File: src/rtl/led_status_pkg.sv
package led_status_pkg;

  typedef enum logic {
    LED_SINGLE = 1'b0,
    LED_DUAL   = 1'b1
  } led_mode_e;

  // Effective stretch length: never shorter than one full blink period.
  function automatic int unsigned stretch_len(input int unsigned stretch,
                                              input int unsigned half);
    return (stretch < 2 * half) ? 2 * half : stretch;
  endfunction

  // Lit pattern {link_pin, act_pin} for dual mode at a given speed code.
  function automatic logic [1:0] speed_lit(input logic [1:0] spd);
    logic [1:0] lit;
    case (spd)
      2'b00:   lit = 2'b11;  // 10 Mbps: both lit
      2'b01:   lit = 2'b01;  // 100 Mbps: act pin only
      default: lit = 2'b10;  // 1000 Mbps: link pin only
    endcase
    return lit;
  endfunction

  // Pin levels {link_n, act_n}; dark_ph is the dark half of the blink period.
  function automatic logic [1:0] pin_levels(input led_mode_e mode,
                                            input logic link,
                                            input logic [1:0] spd,
                                            input logic busy,
                                            input logic dark_ph);
    logic [1:0] lit;
    logic       act;
    act = busy & link;
    if (mode == LED_SINGLE) begin
      lit = {link, act & ~dark_ph};
    end else if (!link) begin
      lit = 2'b00;
    end else begin
      lit = speed_lit(spd) & {2{~(act & dark_ph)}};
    end
    return ~lit;
  endfunction

endpackage

File: src/rtl/led_mode_latch.sv
module led_mode_latch
  import led_status_pkg::*;
(
  input  logic      clk,
  input  logic      rst_n,
  input  logic      strap,
  output led_mode_e mode
);

  led_mode_e mode_q;

  always_ff @(posedge clk) begin
    if (!rst_n) mode_q <= led_mode_e'(strap);
  end

  assign mode = mode_q;


  mode_hold_chk: assert property (@(posedge clk) disable iff (!rst_n)
    1'b1 |=> $stable(mode_q));

endmodule

File: src/rtl/led_act_stretch.sv
module led_act_stretch #(
  parameter int unsigned LEN = 16
) (
  input  logic clk,
  input  logic rst_n,
  input  logic link_up,
  input  logic tx_stb,
  input  logic rx_stb,
  output logic busy,
  output logic hit
);

  localparam int unsigned CW = $clog2(LEN + 1);

  logic [CW-1:0] cnt_q;

  assign hit  = (tx_stb | rx_stb) & link_up;
  assign busy = (cnt_q != '0);

  always_ff @(posedge clk) begin
    if (!rst_n || !link_up) begin
      cnt_q <= '0;
    end else if (hit) begin
      cnt_q <= CW'(LEN);
    end else if (busy) begin
      cnt_q <= cnt_q - 1'b1;
    end
  end


  load_chk: assert property (@(posedge clk) disable iff (!rst_n)
    hit |=> busy);


  idle_stays_chk: assert property (@(posedge clk) disable iff (!rst_n)
    (!busy && !hit) |=> !busy);


  link_clear_chk: assert property (@(posedge clk) disable iff (!rst_n)
    !link_up |=> !busy);

endmodule

File: src/rtl/led_blink_gen.sv
module led_blink_gen #(
  parameter int unsigned HALF = 4
) (
  input  logic clk,
  input  logic rst_n,
  output logic dark_ph,
  output logic wrap
);

  localparam int unsigned PW = $clog2(HALF + 1);

  logic [PW-1:0] pre_q;
  logic          ph_q;

  assign wrap    = (pre_q == PW'(HALF - 1));
  assign dark_ph = ph_q;

  always_ff @(posedge clk) begin
    if (!rst_n) begin
      pre_q <= '0;
      ph_q  <= 1'b0;
    end else if (wrap) begin
      pre_q <= '0;
      ph_q  <= ~ph_q;
    end else begin
      pre_q <= pre_q + 1'b1;
    end
  end


  flip_chk: assert property (@(posedge clk) disable iff (!rst_n)
    wrap |=> (ph_q != $past(ph_q)));


  hold_chk: assert property (@(posedge clk) disable iff (!rst_n)
    !wrap |=> $stable(ph_q));

endmodule

File: src/rtl/led_pin_map.sv
module led_pin_map
  import led_status_pkg::*;
(
  input  logic       clk,
  input  logic       rst_n,
  input  led_mode_e  mode,
  input  logic       link_up,
  input  logic [1:0] speed,
  input  logic       busy,
  input  logic       dark_ph,
  output logic       link_n,
  output logic       act_n
);

  logic [1:0] pins_d;
  logic [1:0] pins_q;

  assign pins_d = pin_levels(mode, link_up, speed, busy, dark_ph);

  always_ff @(posedge clk) begin
    if (!rst_n) pins_q <= 2'b11;
    else        pins_q <= pins_d;
  end

  assign link_n = pins_q[1];
  assign act_n  = pins_q[0];


  rst_dark_chk: assert property (@(posedge clk)
    !rst_n |=> (link_n && act_n));


  single_link_chk: assert property (@(posedge clk) disable iff (!rst_n)
    (mode == LED_SINGLE && link_up) |=> !link_n);


  single_quiet_chk: assert property (@(posedge clk) disable iff (!rst_n)
    (mode == LED_SINGLE && !busy) |=> act_n);


  dual_down_chk: assert property (@(posedge clk) disable iff (!rst_n)
    (mode == LED_DUAL && !link_up) |=> (link_n && act_n));


  dual_giga_chk: assert property (@(posedge clk) disable iff (!rst_n)
    (mode == LED_DUAL && link_up && speed[1]) |=> act_n);


  dual_fast_chk: assert property (@(posedge clk) disable iff (!rst_n)
    (mode == LED_DUAL && link_up && speed == 2'b01) |=> link_n);


  dual_ten_chk: assert property (@(posedge clk) disable iff (!rst_n)
    (mode == LED_DUAL && link_up && speed == 2'b00) |=> (link_n == act_n));


  drop_dark_chk: assert property (@(posedge clk) disable iff (!rst_n)
    !link_up |=> (act_n && (mode == LED_SINGLE || link_n)));

endmodule

File: src/rtl/led_status_drv.sv
module led_status_drv
  import led_status_pkg::*;
#(
  parameter int unsigned BLINK_HALF = 6250000,
  parameter int unsigned STRETCH    = 12500000
) (
  input  logic       clk,
  input  logic       rst_n,
  input  logic       mode_strap,
  input  logic       link_up,
  input  logic [1:0] speed,
  input  logic       tx_act,
  input  logic       rx_act,
  output logic       led_act_n,
  output logic       led_link_n
);

  localparam int unsigned HALF_EFF = (BLINK_HALF < 2) ? 2 : BLINK_HALF;
  localparam int unsigned LEN      = stretch_len(STRETCH, HALF_EFF);

  led_mode_e mode;
  logic      act_busy;
  logic      act_hit;
  logic      dark_ph;
  logic      blink_wrap;

  led_mode_latch u_mode (
    .clk   (clk),
    .rst_n (rst_n),
    .strap (mode_strap),
    .mode  (mode)
  );

  led_act_stretch #(.LEN(LEN)) u_stretch (
    .clk     (clk),
    .rst_n   (rst_n),
    .link_up (link_up),
    .tx_stb  (tx_act),
    .rx_stb  (rx_act),
    .busy    (act_busy),
    .hit     (act_hit)
  );

  led_blink_gen #(.HALF(HALF_EFF)) u_blink (
    .clk     (clk),
    .rst_n   (rst_n),
    .dark_ph (dark_ph),
    .wrap    (blink_wrap)
  );

  led_pin_map u_map (
    .clk     (clk),
    .rst_n   (rst_n),
    .mode    (mode),
    .link_up (link_up),
    .speed   (speed),
    .busy    (act_busy),
    .dark_ph (dark_ph),
    .link_n  (led_link_n),
    .act_n   (led_act_n)
  );


  speed_keep_chk: assert property (@(posedge clk) disable iff (!rst_n)
    (link_up && $past(link_up) && speed != $past(speed) && $past(act_busy)
     && !$past(act_hit) && !act_hit) |-> act_busy || !$past(act_busy, 1));


  strobe_busy_chk: assert property (@(posedge clk) disable iff (!rst_n)
    ((tx_act || rx_act) && link_up) |=> act_busy);


  wrap_bound_chk: assert property (@(posedge clk) disable iff (!rst_n)
    blink_wrap |=> !blink_wrap);

endmodule

File: config.mk
export PLATFORM = sky130hd
export DESIGN_NAME = led_status_drv
export DESIGN_NICKNAME = d
export VERILOG_FILES = /design/src/rtl/led_status_pkg.sv /design/src/rtl/led_mode_latch.sv /design/src/rtl/led_act_stretch.sv /design/src/rtl/led_blink_gen.sv /design/src/rtl/led_pin_map.sv /design/src/rtl/led_status_drv.sv
export SDC_FILE = /design/constraint.sdc
export NUM_CORES = 1
export LEC_CHECK = 0
export BUFFER_PORTS_ARGS = -buffer_cell sky130_fd_sc_hd__buf_2
export CAP_MARGIN = 20
export CORE_ASPECT_RATIO = 2
export CORE_UTILIZATION = 30
export CTS_CLUSTER_DIAMETER = 150
export DETAILED_ROUTE_END_ITERATION = 7
export PLACE_DENSITY = 0.52
export SYNTH_ARGS = -nofsm -noshare
export SYNTH_HDL_FRONTEND = slang
export SYNTH_HIERARCHICAL = 1
export SYNTH_SLANG_ARGS = --single-unit
File: constraint.sdc
create_clock -name clk -period 3 [get_ports clk]
set_input_delay 0.15 -clock clk [delete_from_list [all_inputs] [get_ports clk]]
set_output_delay 0.15 -clock clk [all_outputs]
set_load 0.02 [all_outputs]
# After elaboration in Yosys (flattened, before gate mapping)
# Index checks and enable logic that the tools add are counted.
dict set report classes {
  n_reduce_logical 8
  eq_ne 2
  add_sub_neg 2
  bitwise_logic 10
  n_mux 7
}
# cell count
set op_table {}
lappend op_table {{$mux W24} 2}
lappend op_table {{$reduce_bool A24 Y1} 1}
lappend op_table {{$sub A24 B1 Y24 const B} 1}
lappend op_table {{$add A23 B1 Y23 const B} 1}
lappend op_table {{$eq A23 B23 Y1 const B} 1}
lappend op_table {{$mux W2} 4}
lappend op_table {{$and A1 B1 Y1} 4}
lappend op_table {{$pmux W2 S2} 1}
lappend op_table {{$reduce_or A2 Y1} 2}
lappend op_table {{$not A1 Y1} 3}
lappend op_table {{$and A2 B2 Y2} 1}
lappend op_table {{$eq A2 B1 Y1 const B} 1}
lappend op_table {{$logic_not A1 Y1} 2}
lappend op_table {{$logic_not A2 Y1} 1}
lappend op_table {{$not A2 Y2} 1}
lappend op_table {{$reduce_bool A2 Y1} 1}
lappend op_table {{$logic_or A1 B1 Y1} 1}
lappend op_table {{$or A1 B1 Y1} 1}
dict set report word_totals {
  input_bits 8
  out_inout_bits 2
  regBits 51
  elab_cells 35
}

# Logic depth before layout (Yosys ltp)
dict set report logic_depth {
  depth_word 8
  mapped_depth 8
  ltp_nobuf 8
}

# By module
# Netlist, hierarchy kept.
# mod seq_area_each_um2 instances cells_per_inst area_each_um2
set by_module_without_submodules {}
lappend by_module_without_submodules {led_act_stretch 480.5 1 145 1282.5}
lappend by_module_without_submodules {led_blink_gen 480.5 1 132 1122.3}
lappend by_module_without_submodules {led_pin_map 40.0 1 9 80.1}
lappend by_module_without_submodules {led_mode_latch 30.0 1 2 33.8}

# Worst setup path after synthesis
# OpenSTA, ideal clock, no wires.
dict set report synth_timing {
  path_type {flip-flop to flip-flop}
  from {register u_stretch.cnt_q[16]}
  to {register u_stretch.cnt_q[22]}
  setup_slack_ns 0.960
  synth_period_minus_slack_ns 2.040
  setup_ns 0.114
  stages_incl_launch_ff 6
  arrival_time_ns 1.926
  required_ns 2.886
  path_buffers 0
  path_cell_list {dfxtp_1 -> or4_4 -> or4_1 -> or4_1 -> xor2_1 -> nor2_1}
}
dict set report synth_between {
  elab_chain_cells 1
  elab_cells_between_ends 2
  cone_classes {add/sub (1); reduce/logical (1)}
}
# element line_no
set synth_rtl {}
lappend synth_rtl {{start, declared} led_act_stretch.sv:15} ;# logic [CW-1:0] cnt_q;
lappend synth_rtl {{start signal, assigned} led_act_stretch.sv:24} ;# cnt_q <= CW'(LEN);
lappend synth_rtl {{start signal, assigned} led_act_stretch.sv:26} ;# cnt_q <= cnt_q - 1'b1;
lappend synth_rtl {{$sub A24 B1 Y24 / $reduce_bool A24 Y1 (equally long branches)} {led_act_stretch.sv:26, led_act_stretch.sv:18}}
# Several ways; a longest one is shown, not always the timed one.
# A chain may end at the register's enable or synchronous reset.

# Worst setup path after layout
dict set report layout_timing {
  from {register u_stretch.cnt_q[2]}
  to {register u_map.pins_q[1]}
}
dict set report layout_between {
  elab_chain_cells 8
}
# element line_no
set layout_rtl {}
lappend layout_rtl {{$reduce_bool A24 Y1} led_act_stretch.sv:18} ;# assign busy = (cnt_q != '0);
lappend layout_rtl {{named net act_busy} led_status_drv.sv:22} ;# logic act_busy;
lappend layout_rtl {{$and A1 B1 Y1} led_status_pkg.sv:33} ;# act = busy & link;
lappend layout_rtl {{$and A1 B1 Y1} led_status_pkg.sv:39} ;# lit = speed_lit(spd) & {2{~(act & dark_ph)}};
lappend layout_rtl {{$not A1 Y1} led_status_pkg.sv:39}
lappend layout_rtl {{$and A2 B2 Y2} led_status_pkg.sv:39}
lappend layout_rtl {{$mux W2} led_status_pkg.sv:36} ;# end else if (!link) begin
lappend layout_rtl {{$mux W2} led_status_pkg.sv:34} ;# if (mode == LED_SINGLE) begin
lappend layout_rtl {{$not A2 Y2} led_status_pkg.sv:41} ;# return ~lit;
lappend layout_rtl {{end signal, assigned} led_pin_map.sv:22} ;# else pins_q <= pins_d;
lappend layout_rtl {{end, declared} led_pin_map.sv:16} ;# logic [1:0] pins_q;
# The timed path passes the listed nets, and every way through them passes these cells.

==> impl_metrics.sql <==
INSERT INTO impl_metrics (metric_group, metric, value, unit) VALUES
('cts', 'postCtsHoldBufs', '0', ''),
('cts', 'worst_setup_hold_path_clk_slew', '0.06', 'ns'),
('power_and_ir_drop', 'pwr_density_cell', '611.2', 'mW/mm²'),
('global_route', 'first_global_vias', '2041', ''),
('logic_synthesis', 'post_synth_instance_area', '0.002506', 'mm²'),
('cells_and_area', 'drive_above_1_share', '13.01', '%'),
('global_route', 'number_of_antenna_violations_at_the_first_check_in_global_routing', '0', ''),
('global_route', 'grt_remaining_overflow', '0', ''),
('power_and_ir_drop', 'ir_drop', '296.9', 'µV'),
('cts', 'cts_buffers', '5', ''),
('timing', 'setup_tns_final', '0', 'ns'),
('critical_path', 'worst_ep_required_time', '3.17', 'ns'),
('route', 'via_per_inst', '5.284', ''),
('logic_synthesis', 'synth_cells', '285', ''),
('cells_and_area', 'final_net_count', '302', ''),
('job', 'maxcap_viol_count', '0', ''),
('critical_path', 'crit_type', 'flop to flop', ''),
('cts', 'clk_latency', '0.28', 'ns'),
('critical_path', 'critical_path.max_fanout', '9', ''),
('timing', 'finalCriticalPeriod', '2.249', 'ns'),
('route', 'top_layer', 'met4', ''),
('timing', 'max_clock_freq', '0.4447', 'GHz'),
('timing', 'report.final.hold_viol_count', '0', ''),
('timing', 'fin_skew', '0.004411', 'ns'),
('critical_path', 'cp_slowest_stage_delay', '0.58', 'ns'),
('cts', 'tritoncts_clock_tree', 'yes', ''),
('route', 'met1_layer_wirelength_in_the_final_routing', '2103', 'µm'),
('logic_synthesis', 'syn-num-nets', '296', ''),
('route', 'drt_drc_violations_left', '0', ''),
('global_route', 'wire_length_of_the_first_global_routing_pass', '9432', 'µm'),
('route', 'drt_pass1_iterations', '4', ''),
('critical_path', 'worstPathCellList', 'or4_4, nor4_4, nand2_2, and2_1, o21ai_1, nand3_1', ''),
('floorplan', 'start_util', '31.33', '%'),
('timing', 'slew_viol_final', '0', ''),
('cts', 'clockRootBuffer', 'clkbuf_16', ''),
('cts', 'ctsHtreeMaxLevel', '2', ''),
('placed_design', 'numPortBuffers', '9', ''),
('route', 'route.met2.wl', '3179', 'µm'),
('route', 'met3_wirelength', '133', 'µm'),
('timing', 'grt_setup_unrepaired', 'no', ''),
('critical_path', 'crit_arrival', '2.42', 'ns'),
('cells_and_area', 'final_antenna_diode_count', '0', ''),
('timing', 'setup_viol', '0', ''),
('status', 'run_status', 'finished clean', ''),
('critical_path', 'worst_path_max_delay_cell', 'or4_4', ''),
('global_route', 'grt_usage', '13.89', '%'),
('cts', 'cts.sinks', '51', ''),
('timing', 'worst_hold_slack', '0.03907', 'ns'),
('critical_path', 'critical_path.endpoint_type', 'flop', ''),
('cts', 'cts.repair.resized', '0', ''),
('floorplan', 'rows', '46', ''),
('floorplan', 'placeableCoreArea', '0.008000', 'mm²'),
('floorplan', 'fp.dieW', '66.63', 'µm'),
('cells_and_area', 'final_core_utilization', '35.03', '%'),
('critical_path', 'cpLargestDelayFamily', 'simple AND/OR/NAND/NOR gates', ''),
('min_path', 'timing.hold.worst.class', 'primary input to flop', ''),
('cts', 'post_cts.repair.setup_buffers', '0', ''),
('timing', 'worst_slew_pin_slew', '0.5937', 'ns'),
('global_route', 'grt_max_degree', '24', ''),
('logic_synthesis', 'mean_cell_area_of_the_mapped_netlist', '8.794', 'µm²'),
('logic_synthesis', 'ys_warn_count', '6', ''),
('critical_path', 'critical_path_buf_inv_count', '0', ''),
('route', 'detail_route.iter0.violations', '108', ''),
('placed_design', 'dp_hpwl', '4164', 'µm'),
('floorplan', 'io_pins', '10', ''),
('route', 'vias', '2050', ''),
('floorplan', 'fp.dieArea', '0.008746', 'mm²'),
('cells_and_area', 'areaGrowthSynthToFinish', '11.83', '%'),
('floorplan', 'floorplan.die.height', '131.3', 'µm'),
('power_and_ir_drop', 'leakagePower', '1.025', 'nW'),
('cts', 'cts.path.max_buffers', '2', ''),
('timing', 'timing.final.crit_share', '74.96', '%'),
('route', 'drt-wirelength-per-cell', '14.37', 'µm'),
('critical_path', 'crit_path_start_kind', 'flop', ''),
('cells_and_area', 'fillers', '840', ''),
('route', 'routed_wl', '5577', 'µm'),
('timing', 'worst_relative_slew_slack', '60.12', '%'),
('route', 'ant_nets', '0', ''),
('placed_design', 'place_congestion', '0.8927', '');
[metal layers]
layer / vias to the layer above / GRT usage, %
li1: 1027 / -
met1: 980 / 13.64
met2: 30 / 26.49
met3: 13 / 2.344
met4: 0 / 6.147
met5: - / 0
[cells in the final DEF, fill, tap and decap left out, drive strengths merged, types with 7 or more instances in the layout]
master / n
xnor2: 14
buf: 12
nor3: 7
nand3: 18
a21oi: 18
dfxtp: 50
nor2: 37
nand2: 7
or3: 11
nand4: 11
o21ai: 13
xor2: 20
inv: 9
or4: 9
nor4: 7
[state kept, by name, indices dropped and copies added, names as in the netlist]
name	cells
u_blink/dark_ph	1
u_blink/pre_q	23
u_map/pins_q	2
u_mode/mode	1
u_stretch/cnt_q	24
[through the flow]
| step | instance area (µm²) | std cells | power [W] | worst slack (ns) |
|---|---|---|---|---|
| 2_1_floorplan | 2506 | 285 | 0.001002 | 0.9598 |
| 3_3_place_gp | 2629 | 380 | 0.001072 | 0.7803 |
| 3_5_place_dp | 2629 | 380 | 0.001073 | 0.7652 |
| 4_1_cts | 2803 | 388 | 0.001738 | 0.7513 |
| 5_1_grt | 2803 | 388 | 0.001801 | 0.5748 |
| 6_report | 2803 | 388 | 0.001713 | 0.7511 |
[worst paths after layout]
check	from	to	slack, ns	cells after the start
max reg2reg	u_stretch/cnt_q[2]	u_map/pins_q[1]	0.75	6
min reg2reg	u_blink/pre_q[0]	u_blink/pre_q[0]	0.48	1
max	u_stretch/cnt_q[2]	u_map/pins_q[1]	0.75	6
min	mode_strap	u_mode/mode	0.04	1
[cell type report]
class | count | area (µm²) | share of cell area (%)
Multi-Input combinational cell | 212 | 1376 | 49.11
Sequential cell | 51 | 1031 | 36.79
Clock buffer | 6 | 138.9 | 4.955
Tap cell | 96 | 120.1 | 4.286
Timing Repair Buffer | 12 | 67.56 | 2.411
Clock inverter | 2 | 35.03 | 1.250
Inverter | 9 | 33.78 | 1.205
[power breakdown]
group,leakage [nW],internal [W],switching [W]
Clock,0.0868,0.000415,0.000241
Combinational,0.522,0.000137,0.000191
Sequential,0.416,0.000705,0.0000245
Power figures use the tool's default switching activity.
